[config.mk]
export PLATFORM = sky130hd
export DESIGN_NAME = bcd_rtc
export DESIGN_NICKNAME = d
export VERILOG_FILES = /design/src/rtl/rtc_pkg.sv /design/src/rtl/rtc_calendar.sv /design/src/rtl/rtc_alarm.sv /design/src/rtl/bcd_rtc.sv
export SDC_FILE = /design/constraint.sdc
export NUM_CORES = 1
export LEC_CHECK = 0
export ABC_AREA = 1
export BUFFER_PORTS_ARGS = -buffer_cell sky130_fd_sc_hd__clkbuf_2
export CAP_MARGIN = 10
export CELL_PAD_IN_SITES_DETAIL_PLACEMENT = 1
export CELL_PAD_IN_SITES_GLOBAL_PLACEMENT = 2
export CORE_UTILIZATION = 38
export CTS_BUF_LIST = sky130_fd_sc_hd__clkbuf_4
export DETAILED_ROUTE_END_ITERATION = 7
export PLACE_DENSITY_LB_ADDON = 0.1
export SETUP_SLACK_MARGIN = 0.4
export SKIP_LAST_GASP = 1
export SYNTH_ARGS = -nofsm -noshare
export SYNTH_HDL_FRONTEND = slang
export SYNTH_SLANG_ARGS = --single-unit
[constraint.sdc]
create_clock -name clk_i -period 2 [get_ports clk_i]
set_input_delay 0.1 -clock clk_i [delete_from_list [all_inputs] [get_ports clk_i]]
set_output_delay 0.1 -clock clk_i [all_outputs]
set_load 0.005 [all_outputs]
[src/rtl/rtc_pkg.sv]
package rtc_pkg;
  localparam int NF       = 6;  // sec, min, hour, date, month, year
  localparam int A_CTRL   = 0;
  localparam int A_TIME0  = 1;
  localparam int A_ACTRL  = 7;
  localparam int A_ALM0   = 8;
  localparam int A_PEND   = 14;
  localparam int B_RUN    = 0;
  localparam int B_CSEL   = 1;
  localparam int B_CRST   = 2;
  localparam int B_GLOB   = 6;

  typedef logic [7:0] bcd_t;

  function automatic bcd_t bcd_inc(input bcd_t v);
    if (v[3:0] == 4'h9) return {v[7:4] + 4'h1, 4'h0};
    return {v[7:4], v[3:0] + 4'h1};
  endfunction

  function automatic bcd_t month_last(input bcd_t mon, input bcd_t yr);
    logic [6:0] yb;
    yb = 7'({3'b0, yr[7:4]} * 7'd10) + {3'b0, yr[3:0]};
    case (mon)
      8'h02:                      return (yb[1:0] == 2'b00) ? 8'h29 : 8'h28;
      8'h04, 8'h06, 8'h09, 8'h11: return 8'h30;
      default:                    return 8'h31;
    endcase
  endfunction
endpackage

[src/rtl/rtc_calendar.sv]
module rtc_calendar
  import rtc_pkg::*;
(
  input  logic                 clk_i,
  input  logic                 rst_ni,
  input  logic                 adv_i,
  input  logic [NF-1:0]        wr_i,
  input  logic [7:0]           wdata_i,
  output logic [NF-1:0][7:0]   t_o
);
  logic [NF-1:0][7:0] t_q, t_d, lim, wrapv;
  logic [NF:0]        carry;

  always_comb begin
    lim[0] = 8'h59; wrapv[0] = 8'h00;
    lim[1] = 8'h59; wrapv[1] = 8'h00;
    lim[2] = 8'h23; wrapv[2] = 8'h00;
    lim[3] = month_last(t_q[4], t_q[5]); wrapv[3] = 8'h01;
    lim[4] = 8'h12; wrapv[4] = 8'h01;
    lim[5] = 8'h99; wrapv[5] = 8'h00;
    carry[0] = adv_i;
    for (int i = 0; i < NF; i++) begin
      t_d[i] = t_q[i];
      if (wr_i[i])       t_d[i] = wdata_i;
      else if (carry[i]) t_d[i] = (t_q[i] == lim[i]) ? wrapv[i] : bcd_inc(t_q[i]);
      carry[i+1] = carry[i] && (t_q[i] == lim[i]);
    end
  end

  always_ff @(posedge clk_i or negedge rst_ni) begin
    if (!rst_ni) begin
      t_q    <= '0;
      t_q[3] <= 8'h01;
      t_q[4] <= 8'h01;
    end else begin
      t_q <= t_d;
    end
  end

  assign t_o = t_q;
endmodule

[src/rtl/rtc_alarm.sv]
module rtc_alarm
  import rtc_pkg::*;
(
  input  logic               clk_i,
  input  logic               rst_ni,
  input  logic [NF-1:0][7:0] cur_i,
  input  logic [NF-1:0][7:0] alm_i,
  input  logic [NF-1:0]      fld_en_i,
  input  logic               glob_i,
  input  logic               tick_i,
  input  logic               clr_i,
  output logic               pend_o
);
  logic [NF-1:0] hit;
  logic          set_w;

  for (genvar g = 0; g < NF; g++) begin : g_cmp
    assign hit[g] = !fld_en_i[g] || (cur_i[g] == alm_i[g]);
  end

  assign set_w = tick_i && glob_i && (&hit);

  // set takes priority over a simultaneous clear
  always_ff @(posedge clk_i or negedge rst_ni) begin
    if (!rst_ni) pend_o <= 1'b0;
    else         pend_o <= set_w || (pend_o && !clr_i);
  end
endmodule

[src/rtl/bcd_rtc.sv]
module bcd_rtc
  import rtc_pkg::*;
#(
  parameter int ADDR_W = 4
) (
  input  logic              clk_i,
  input  logic              rst_ni,
  input  logic              sec_pulse_i,
  input  logic              we_i,
  input  logic [ADDR_W-1:0] addr_i,
  input  logic [7:0]        wdata_i,
  output logic [7:0]        rdata_o,
  output logic              irq_o
);
  logic [2:0]         ctrl_q;
  logic [6:0]         actrl_q;
  logic [NF-1:0][7:0] alm_q, tm;
  logic [NF-1:0]      time_wr;
  logic               run_ok, adv, tick_q, clr, pend;
  logic [7:0]         sec_w;

  assign run_ok = ctrl_q[B_RUN] && !ctrl_q[B_CSEL] && !ctrl_q[B_CRST];
  assign adv    = sec_pulse_i && run_ok;
  assign clr    = we_i && (addr_i == ADDR_W'(A_PEND)) && wdata_i[0];
  assign sec_w  = tm[0];

  for (genvar g = 0; g < NF; g++) begin : g_twr
    assign time_wr[g] = we_i && !ctrl_q[B_RUN] && (addr_i == ADDR_W'(A_TIME0 + g));
  end

  always_ff @(posedge clk_i or negedge rst_ni) begin
    if (!rst_ni) begin
      ctrl_q  <= '0;
      actrl_q <= '0;
      alm_q   <= '0;
      tick_q  <= 1'b0;
    end else begin
      tick_q <= adv;
      if (we_i) begin
        if (addr_i == ADDR_W'(A_CTRL))  ctrl_q  <= wdata_i[2:0];
        if (addr_i == ADDR_W'(A_ACTRL)) actrl_q <= wdata_i[6:0];
        for (int i = 0; i < NF; i++)
          if (addr_i == ADDR_W'(A_ALM0 + i)) alm_q[i] <= wdata_i;
      end
    end
  end

  rtc_calendar i_cal (
    .clk_i   (clk_i),
    .rst_ni  (rst_ni),
    .adv_i   (adv),
    .wr_i    (time_wr),
    .wdata_i (wdata_i),
    .t_o     (tm)
  );

  rtc_alarm i_alm (
    .clk_i    (clk_i),
    .rst_ni   (rst_ni),
    .cur_i    (tm),
    .alm_i    (alm_q),
    .fld_en_i (actrl_q[NF-1:0]),
    .glob_i   (actrl_q[B_GLOB]),
    .tick_i   (tick_q),
    .clr_i    (clr),
    .pend_o   (pend)
  );

  assign irq_o = pend && actrl_q[B_GLOB];

  always_comb begin
    rdata_o = 8'h00;
    if (addr_i == ADDR_W'(A_CTRL))  rdata_o = {5'b0, ctrl_q};
    if (addr_i == ADDR_W'(A_ACTRL)) rdata_o = {1'b0, actrl_q};
    if (addr_i == ADDR_W'(A_PEND))  rdata_o = {7'b0, pend};
    for (int i = 0; i < NF; i++) begin
      if (addr_i == ADDR_W'(A_TIME0 + i)) rdata_o = tm[i];
      if (addr_i == ADDR_W'(A_ALM0 + i))  rdata_o = alm_q[i];
    end
  end
endmodule

# [After elaboration in Yosys (flattened, before gate mapping)]
# Index checks and enable logic that the tools add are counted.
[word_totals] reg_bits=108 in_bits=16
[classes] addsub=13 mul=1 n_eq_ne=37 n_mux=65 reduce_logical=68
[ops] operator="8-bit 2-to-1 mux" n=44
[ops] operator="8-bit == test" n=7
[ops] operator="4-bit == test, second input constant" n=13
[ops] operator="4-bit by 1-bit adder with 4-bit output, second input constant" n=12
[ops] operator="2-bit AND reduction" n=14
[ops] operator="1-bit logical AND" n=21
[ops] operator="1-bit 2-to-1 mux" n=19
[ops] operator="3-bit nonzero test" n=6
[ops] operator="4-bit by 3-bit == test with 1-bit output, second input constant" n=4
[ops] operator="8-bit by 3-bit == test with 1-bit output, second input constant" n=2
[ops] operator="8-bit by 5-bit == test with 1-bit output, second input constant" n=2
[ops] operator="8-bit by 7-bit == test with 1-bit output, second input constant" n=2
[ops] operator="8-bit case mux with 2 select lines" n=1
[ops] operator="2-bit nonzero test" n=6
[ops] operator="1-bit logical NOT" n=10
[ops] operator="4-bit by 2-bit == test with 1-bit output, second input constant" n=2
[ops] operator="8-bit by 2-bit == test with 1-bit output, second input constant" n=1
[ops] operator="8-bit by 4-bit == test with 1-bit output, second input constant" n=1
[ops] operator="8-bit by 6-bit == test with 1-bit output, second input constant" n=1
[ops] operator="8-bit == test, second input constant" n=1
[ops] operator="1-bit logical OR" n=7
[ops] operator="6-bit AND reduction" n=1
[ops] operator="4-bit by 1-bit == test with 1-bit output, second input constant" n=1
[ops] operator="4-bit logical NOT" n=1
[ops] operator="5 further kinds" n=5

# [Longest topological paths before layout]
# Gate-level depths: netlist (run 1).
[logic_depth] depth_word=16 mapped_depth=14 mapped_depth_nobuf=14

# [Modules after synthesis]
# A second synthesis (run 1) with hierarchy kept.
[hier_totals] cells_unflattened=1023 area_unflattened_um2=7126.8
[modules_own_cells] mod="rtc_calendar" n_inst=1 cells_each=423 area_each_um2=3224.3 seq_area_each_um2=1203.7
[modules_own_cells] mod="bcd_rtc" n_inst=1 cells_each=423 area_each_um2=3061.7 seq_area_each_um2=1476.4
[modules_own_cells] mod="rtc_alarm" n_inst=1 cells_each=177 area_each_um2=840.8 seq_area_each_um2=25.0

# [Worst setup path before layout (run 1)]
# Ideal clock, no wire load.
[synth_path] path_kind="register to register" from="register i_cal.t_q (netlist bit i_cal.t_o[36])" to="register i_cal.t_q (netlist bit i_cal.t_o[36])" setup_ps=123 arrival_time_ps=1697 required_time_ps=1877 path_slack_ps=180 path_stages_with_launch=13 path_buffers=0 cell_sequence="dfrtp_1 > inv_1 > ha_1 > nand2_1 > nor2_4 > xor2_2 > nand3b_1 > nor2_2 > nand2_1 > nand2_2 > nand2_4 > nand2_1 > o21ai_2"
[synth_between] elab_chain_len=7
[synth_rtl] element="start, declared" line_no="rtc_calendar.sv:11" rtl="logic [NF-1:0][7:0] t_q, t_d, lim, wrapv;"
[synth_rtl] element="start signal, assigned" line_no="rtc_calendar.sv:36" rtl="t_q <= t_d;"
[synth_rtl] element="8-bit by 3-bit == test with 1-bit output (tied with other cells)" line_no="rtc_pkg.sv:23" rtl="case (mon)"
[synth_rtl] element="4-bit OR reduction" line_no="rtc_pkg.sv:23"
[synth_rtl] element="8-bit case mux with 2 select lines" line_no="rtc_pkg.sv:23"
[synth_rtl] element="8-bit == test" line_no="rtc_calendar.sv:26" rtl="carry[i+1] = carry[i] && (t_q[i] == lim[i]);"
[synth_rtl] element="1-bit logical AND" line_no="rtc_calendar.sv:26"
[synth_rtl] element="2-bit nonzero test (no line)"
[synth_rtl] element="2-bit AND reduction (no line)"
# Several ways; a longest one is shown, not always the timed one. The select of a mux whose other input is x is not followed.
# A chain may end at the register's enable or synchronous reset.

# [Final worst setup path (run 1)]
[layout_path] from="register i_cal.t_q (netlist bit i_cal.t_o[5])" to="output rdata_o[5]"
[layout_between] elab_chain_len=12
[layout_rtl] element="8-bit 2-to-1 mux" line_no="bcd_rtc.sv:77" rtl="if (addr_i == ADDR_W'(A_TIME0 + i)) rdata_o = tm[i];"
[layout_rtl] element="8-bit 2-to-1 mux" line_no="bcd_rtc.sv:78" rtl="if (addr_i == ADDR_W'(A_ALM0 + i)) rdata_o = alm_q[i];"
[layout_rtl] element="8-bit 2-to-1 mux" line_no="bcd_rtc.sv:77"
[layout_rtl] element="8-bit 2-to-1 mux" line_no="bcd_rtc.sv:78"
[layout_rtl] element="8-bit 2-to-1 mux" line_no="bcd_rtc.sv:77"
[layout_rtl] element="8-bit 2-to-1 mux" line_no="bcd_rtc.sv:78"
[layout_rtl] element="8-bit 2-to-1 mux" line_no="bcd_rtc.sv:77"
[layout_rtl] element="8-bit 2-to-1 mux" line_no="bcd_rtc.sv:78"
[layout_rtl] element="8-bit 2-to-1 mux" line_no="bcd_rtc.sv:77"
[layout_rtl] element="8-bit 2-to-1 mux" line_no="bcd_rtc.sv:78"
[layout_rtl] element="8-bit 2-to-1 mux" line_no="bcd_rtc.sv:77"
[layout_rtl] element="8-bit 2-to-1 mux" line_no="bcd_rtc.sv:78"
[layout_rtl] element="end, declared" line_no="bcd_rtc.sv:12" rtl="output logic [7:0] rdata_o,"
# No other way between the ends.

==> results of run 1 <==
-- metal layers --
layer	track usage, %	wire, um
met1	39.96	12190
met2	48.05	12820
met3	4.667	1063
met4	8.181	544
met5	0	0
-- cell usage after synthesis (all sizes together) (4+ instances only) --
master / instances
o22ai: 21
o21ai: 100
xnor2: 17
dfrtp: 106
nor2: 84
xor2: 35
nand2: 280
a21oi: 11
nand3: 56
nand3b: 4
clkbuf: 15
nor3: 10
or2: 9
o221ai: 9
buf: 6
nand4: 30
ha: 22
inv: 99
-- kinds of logic after synthesis --
kind of cell             after synthesis  share of synthesized area, %
buffers and inverters                122                         6.821
flip-flops                           108                         39.12
AO/OA/AOI/OAI                        156                         12.92
adder cells (fa/ha/maj)               22                         3.980
AND/OR/NAND/NOR                      479                         30.47
XOR/XNOR                              52                         6.694
-- final timing paths --
kind	startpoint	slack [ps]	endpoint
setup / recovery	i_cal.t_o[5]	-280	rdata_o[5]
hold / removal	addr_i[3]	40	i_alm.pend_o
setup reg to reg	i_cal.t_o[32]	-220	i_cal.t_o[46]
hold reg to reg	actrl_q[1]	540	actrl_q[1]
max in group asynchronous	rst_ni	1310	ctrl_q[0]
min in group asynchronous	rst_ni	200	i_cal.t_o[7]
-- worst max-delay path: cells and delay by family (launching register included) --
kind	cells	cell delay [ps]
AO/OA/AOI/OAI	2	220
buffers and inverters	3	300
flip-flops	1	450
AND/OR/NAND/NOR	5	710
-- cell type report --
| class | count | area (um^2) | share of cell area, % |
|---|---|---|---|
| clock buffers | 11 | 82.58 | 0.9115 |
| clock inverters | 5 | 28.78 | 0.3176 |
| inverters | 101 | 400.4 | 4.419 |
| multi-input cells | 710 | 4267 | 47.09 |
| flip-flops and latches | 108 | 2708 | 29.89 |
| well taps | 225 | 281.5 | 3.107 |
| repair buffers | 164 | 1292 | 14.27 |
-- timing repair --
item	CTS	global route
setup endpoints to repair	56	55
gates cloned	1	0
setup buffers	30	17
endpoints found under the hold margin	113	0
resized for setup	115	56
pin swaps	64	60
hold buffers	6	0
-- per-stage QoR --
stage          hold WS, ps  utilization (%)  power, mW  TNS, ps
4_1_cts              26.30            49.82      7.311    -2713
3_5_place_dp         242.4            45.41      5.857   -641.4
6_report             44.32            51.66      7.615    -3130
2_1_floorplan       -195.6                -      4.639        0
3_3_place_gp         231.6            45.41      5.686        0
5_1_grt              37.20            51.66      8.106    -5533
-- power by group through the flow --
stage | Combinational [mW] | Sequential [mW] | Clock [mW]
6_report | 3.40 | 3.14 | 1.08
5_1_grt | 3.74 | 3.20 | 1.17
4_1_cts | 3.09 | 3.12 | 1.10
3_5_place_dp | 2.68 | 3.18 | 0
3_3_place_gp | 2.54 | 3.14 | 0
2_1_floorplan | 1.51 | 3.13 | 0
-- registers in the layout, summed over array words and instances (netlist names) --
signal        cells
ctrl_q            3
alm_q            48
actrl_q           7
i_cal.t_o        48
tick_q            1
i_alm.pend_o      1
==> results.sh, run 1 <==
export IMPL_status="finished with violations"
export IMPL_violations="negative setup slack"
export IMPL_drt_first_iter_violations=485
export IMPL_layout_common_cells="249 x nand2_1, 112 x buf_4, 104 x dfrtp_1, 74 x o21ai_0, 71 x inv_1"
export IMPL_design_die_area_um2=18740
export IMPL_die_w_um=136.9
export IMPL_switching_share_pct=41.35
export IMPL_grt_max_degree=109
export IMPL_synth_seq_cells=108
export IMPL_std_cell_rows=48
export IMPL_tightest_slew_ps=851.2
export IMPL_yosys_warnings=0
export IMPL_drive_gt1_share_pct=30.48
export IMPL_place_inst=1254
export IMPL_drcViolationCount=0
export IMPL_seq_area_frac_synth_pct=39.12
export IMPL_synth_edff_count=0
export IMPL_cp_arrival_ps=2180
export IMPL_async_flop_share_pct=100.0
export IMPL_report_final_slew_viol_count=0
export IMPL_antenna_left=0
export IMPL_p_int_mw=4.466
export IMPL_avgRoutedWirePerCell_um=20.10
export IMPL_final_hold_viol_count=0
export IMPL_synth_top_area_cell="dfrtp_1"
export IMPL_hold_depth=4
export IMPL_cts_tree="done"
export IMPL_setup_slack_ps=-280.7
export IMPL_finClkSkew_ps=22.66
export IMPL_cts_buffers=9
export IMPL_layout_commonest_cell="nand2_1"
export IMPL_final_area_um2=9060
export IMPL_globalplace_congestion=0.8658
export IMPL_grt_use_total_pct=29.34
export IMPL_irDropWorstVdd_uv=499.2
export IMPL_critPathSlowestCell="dfrtp_1"
export IMPL_syn_inst=939
export IMPL_p_sw_mw=3.149
export IMPL_die_y_um=136.9
export IMPL_pwr_share_comb_pct=44.7
export IMPL_io_pins=25
export IMPL_setup_viol=17
export IMPL_vias=7086
export IMPL_clkPwrFrac_pct=14.1
export IMPL_grt_remaining_overflow=0
export IMPL_path_clk_slew_ps=170
export IMPL_clk_latency_ps=510
export IMPL_antenna_cells=0
export IMPL_crit_top_cell="nand4_1"
export IMPL_synth_area_leaders="dfrtp_1 38%, nand2_1 15%, o21ai_0 6.7%, inv_1 4.9%, xor2_1 4.3%"
export IMPL_rsz0062_at_grt="yes"
export IMPL_fillers=2186
export IMPL_htree_levels=3
export IMPL_syn_num_nets=977
export IMPL_hp_class="in -> reg"
export IMPL_max_freq_mhz=438.5
export IMPL_crit_fanout=2
export IMPL_post_drt_via_cell_ratio=5.352
export IMPL_place_hpwl_um=18870
export IMPL_period_share_pct=114.0
export IMPL_max_stage_delay_ps=450
export IMPL_antenna_found_initial=0
export IMPL_cts_buffer_depth=2
export IMPL_core_area_um2=17540
export IMPL_period_minus_slack_ps=2281
export IMPL_r2r_cells=13
export IMPL_dpl_cell_area_um2=7963
export IMPL_fin_cells=1324
export IMPL_area_growth_pct=31.01
export IMPL_seq_power_share_pct=41.2
export IMPL_power_density_nw_per_um2=840.5
export IMPL_drv_cap=0
export IMPL_grt_pass1_wl_um=40900
export IMPL_io_buffers=24
export IMPL_cts_sinks=108
export IMPL_synth_area_per_cell_um2=7.365
export IMPL_relSlewSlack_pct=43.19
export IMPL_yosysTopAreaCellShare_pct=38.36
export IMPL_grt_pass1_vias=7387
export IMPL_required_ps=1900
export IMPL_synth_top_flop_cell="dfrtp_1"
export IMPL_wl_um=26620
export IMPL_pre_cts_slack_ps=-111.7
export IMPL_end_kind="primary output"
export IMPL_cp_start_kind="register"
export IMPL_p_leak_nw=4.318
export IMPL_start_util_pct=39.43
export IMPL_firstDrtPassIters=5
export IMPL_synth_cell_types=42
export IMPL_crit_chain="inv_2 -> buf_6 -> o21ai_2 -> a21oi_2 -> nand4_1 -> nor2_1 -> nand4_1 -> nor2_2 -> nand3_1 -> clkbuf_2"
export IMPL_crit_type="reg -> out"
export IMPL_netlist_area_um2=6915
export IMPL_root_buffer="clkbuf_4"
export IMPL_final_nets=1132
(Power assumes the default switching activity.)
==> run 2: changes to the inputs <==
CELL_PAD_IN_SITES_DETAIL_PLACEMENT = unset   (was 1)
CELL_PAD_IN_SITES_GLOBAL_PLACEMENT = unset   (was 2)
CORE_UTILIZATION = 65   (was 38)
PLACE_DENSITY = 0.83   (was unset)
PLACE_DENSITY_LB_ADDON = unset   (was 0.1)
==> results.sh, run 2 (same netlist as run 1, synthesis figures left out) <==
export IMPL_firstDrtPassIters=6
export IMPL_grt_pass1_wl_um=34640
export IMPL_cts_tree="done"
export IMPL_avgRoutedWirePerCell_um=18.91
export IMPL_setup_tns_ps=-6671
export IMPL_relSlewSlack_pct=48.06
export IMPL_place_hpwl_um=14350
export IMPL_rsz0062_at_grt="yes"
export IMPL_io_buffers=24
export IMPL_cp_arrival_ps=2200
export IMPL_wl_um=22940
export IMPL_tightest_slew_ps=778.2
export IMPL_cts_buffers=9
export IMPL_root_buffer="clkbuf_4"
export IMPL_drv_cap=0
export IMPL_cts_sinks=108
export IMPL_grt_pass1_vias=6925
export IMPL_antenna_found_initial=1
export IMPL_p_leak_nw=4.218
export IMPL_std_cell_rows=37
export IMPL_reg2reg_from="i_cal.t_o[5]"
export IMPL_path_clk_slew_ps=200
export IMPL_hold_slack_ps=1.392
export IMPL_vias=7461
export IMPL_antenna_left=0
export IMPL_grt_use_total_pct=40.90
export IMPL_design_die_area_um2=11060
export IMPL_required_ps=1900
export IMPL_area_growth_pct=27.32
export IMPL_report_final_slew_viol_count=0
export IMPL_die_w_um=105.1
export IMPL_violations="negative setup slack"
export IMPL_final_hold_viol_count=0
export IMPL_cts_buffer_depth=2
export IMPL_power_density_nw_per_um2=880.4
export IMPL_irDropWorstVdd_uv=646.3
export IMPL_crit_type="reg -> out"
export IMPL_layout_common_cells="249 x nand2_1, 105 x dfrtp_1, 89 x buf_4, 74 x o21ai_0, 73 x inv_1"
export IMPL_grt_max_degree=46
export IMPL_fillers=622
export IMPL_drive_gt1_share_pct=26.95
export IMPL_finClkSkew_ps=34.23
export IMPL_layout_commonest_cell="nand2_1"
export IMPL_post_drt_via_cell_ratio=6.151
export IMPL_drcViolationCount=0
export IMPL_core_area_um2=10320
export IMPL_hp_class="in -> async"
export IMPL_r2r_end="i_cal.t_o[45]"
export IMPL_rrSetupSlack_ps=-290
export IMPL_die_y_um=105.1
export IMPL_drt_first_iter_violations=794
export IMPL_start_util_pct=66.99
export IMPL_cp_start_kind="register"
export IMPL_setup_viol=43
export IMPL_final_nets=1109
export IMPL_max_freq_mhz=434.2
export IMPL_end_kind="primary output"
export IMPL_status="finished with violations"
export IMPL_globalplace_congestion=0.9357
export IMPL_final_area_um2=8805
export IMPL_crit_fanout=2
export IMPL_clk_latency_ps=530
export IMPL_r2r_cells=16
export IMPL_io_pins=25
export IMPL_grt_remaining_overflow=0
export IMPL_period_share_pct=115.1
export IMPL_period_minus_slack_ps=2303
export IMPL_setup_slack_ps=-302.9
export IMPL_dpl_cell_area_um2=7729
export IMPL_htree_levels=3
run 2: changes by cell type in the layout (fill, tap and decap cells not counted), moves of 4 or more:
| cell | previous run | this run |
|---|---|---|
| o21ai_2 | 13 | 7 |
| nand3_1 | 36 | 50 |
| nand2_4 | 15 | 9 |
| nand3_2 | 17 | 4 |
| o21ai_1 | 13 | 18 |
| buf_4 | 112 | 89 |
| nor2_1 | 52 | 56 |
run 2: worst max-delay path by stage:
stage | startpoint | end | slack (ps)
after detailed placement | i_cal.t_o[32] | i_cal.t_o[46] | 20
after global placement | i_cal.t_o[32] | i_cal.t_o[47] | 80
after global routing | i_cal.t_o[5] | i_cal.t_o[44] | -330
after floorplan | i_cal.t_o[36] | i_cal.t_o[36] | 270
final | i_cal.t_o[4] | rdata_o[4] | -300
after CTS | i_cal.t_o[4] | rdata_o[4] | -250
run 2: power breakdown:
part           switching [mW]  internal [mW]
clock network           0.810          0.642
registers               0.501           2.66
logic                    1.76           1.38
total                    3.07           4.68
run 2: worst max-delay path: stages (launching register included):
cell      delay (ps)
dfrtp_1          440
buf_6            140
inv_4             50
o21ai_2           50
a21oi_2          180
nand4_1          150
nor2_2           150
nand4_1          130
nor2_2           150
nand3_1          100
clkbuf_2         120
run 2: layer usage:
layer  GRT usage (%)  vias to the layer above  part of all wire, %  wire, um
li1                -                     3372                    -         -
met1           54.62                     3503                   39      9006
met2           63.91                      474                   46     10480
met3           7.673                      112                   10      2362
met4           20.62                        0                  4.7      1085
met5               0                        -                    0         0
run 2: per-stage QoR:
stage / total power, mW / utilization [%] / setup WS, ps / std cells
floorplan: 4.639 / - / 273.0 / 939
global placement: 5.475 / 74.86 / 79.44 / 1147
detailed placement: 5.544 / 74.86 / 22.74 / 1147
CTS: 7.350 / 82.33 / -253.9 / 1202
global route: 8.104 / 85.29 / -326.5 / 1213
finish: 7.752 / 85.29 / -302.9 / 1213
run 2: area by class of cell:
type / count / area, um^2 / area share [%]
antenna: 1 / 2.502 / 0.02842
clock buffer: 9 / 67.56 / 0.7674
clock inverter: 7 / 123.9 / 1.407
inverter: 101 / 399.1 / 4.533
multi-input combinational: 710 / 4207 / 47.78
sequential: 108 / 2706 / 30.74
tap: 136 / 170.2 / 1.933
timing repair buffer: 141 / 1129 / 12.82
run 2: repair_timing:
item,4_1_cts,5_1_grt
hold endpoints to repair,114,0
endpoints found under the setup margin,53,54
cloned,1,0
gates resized for setup,84,62
pin swaps,43,51
hold buffers,6,0
buffers inserted,32,10
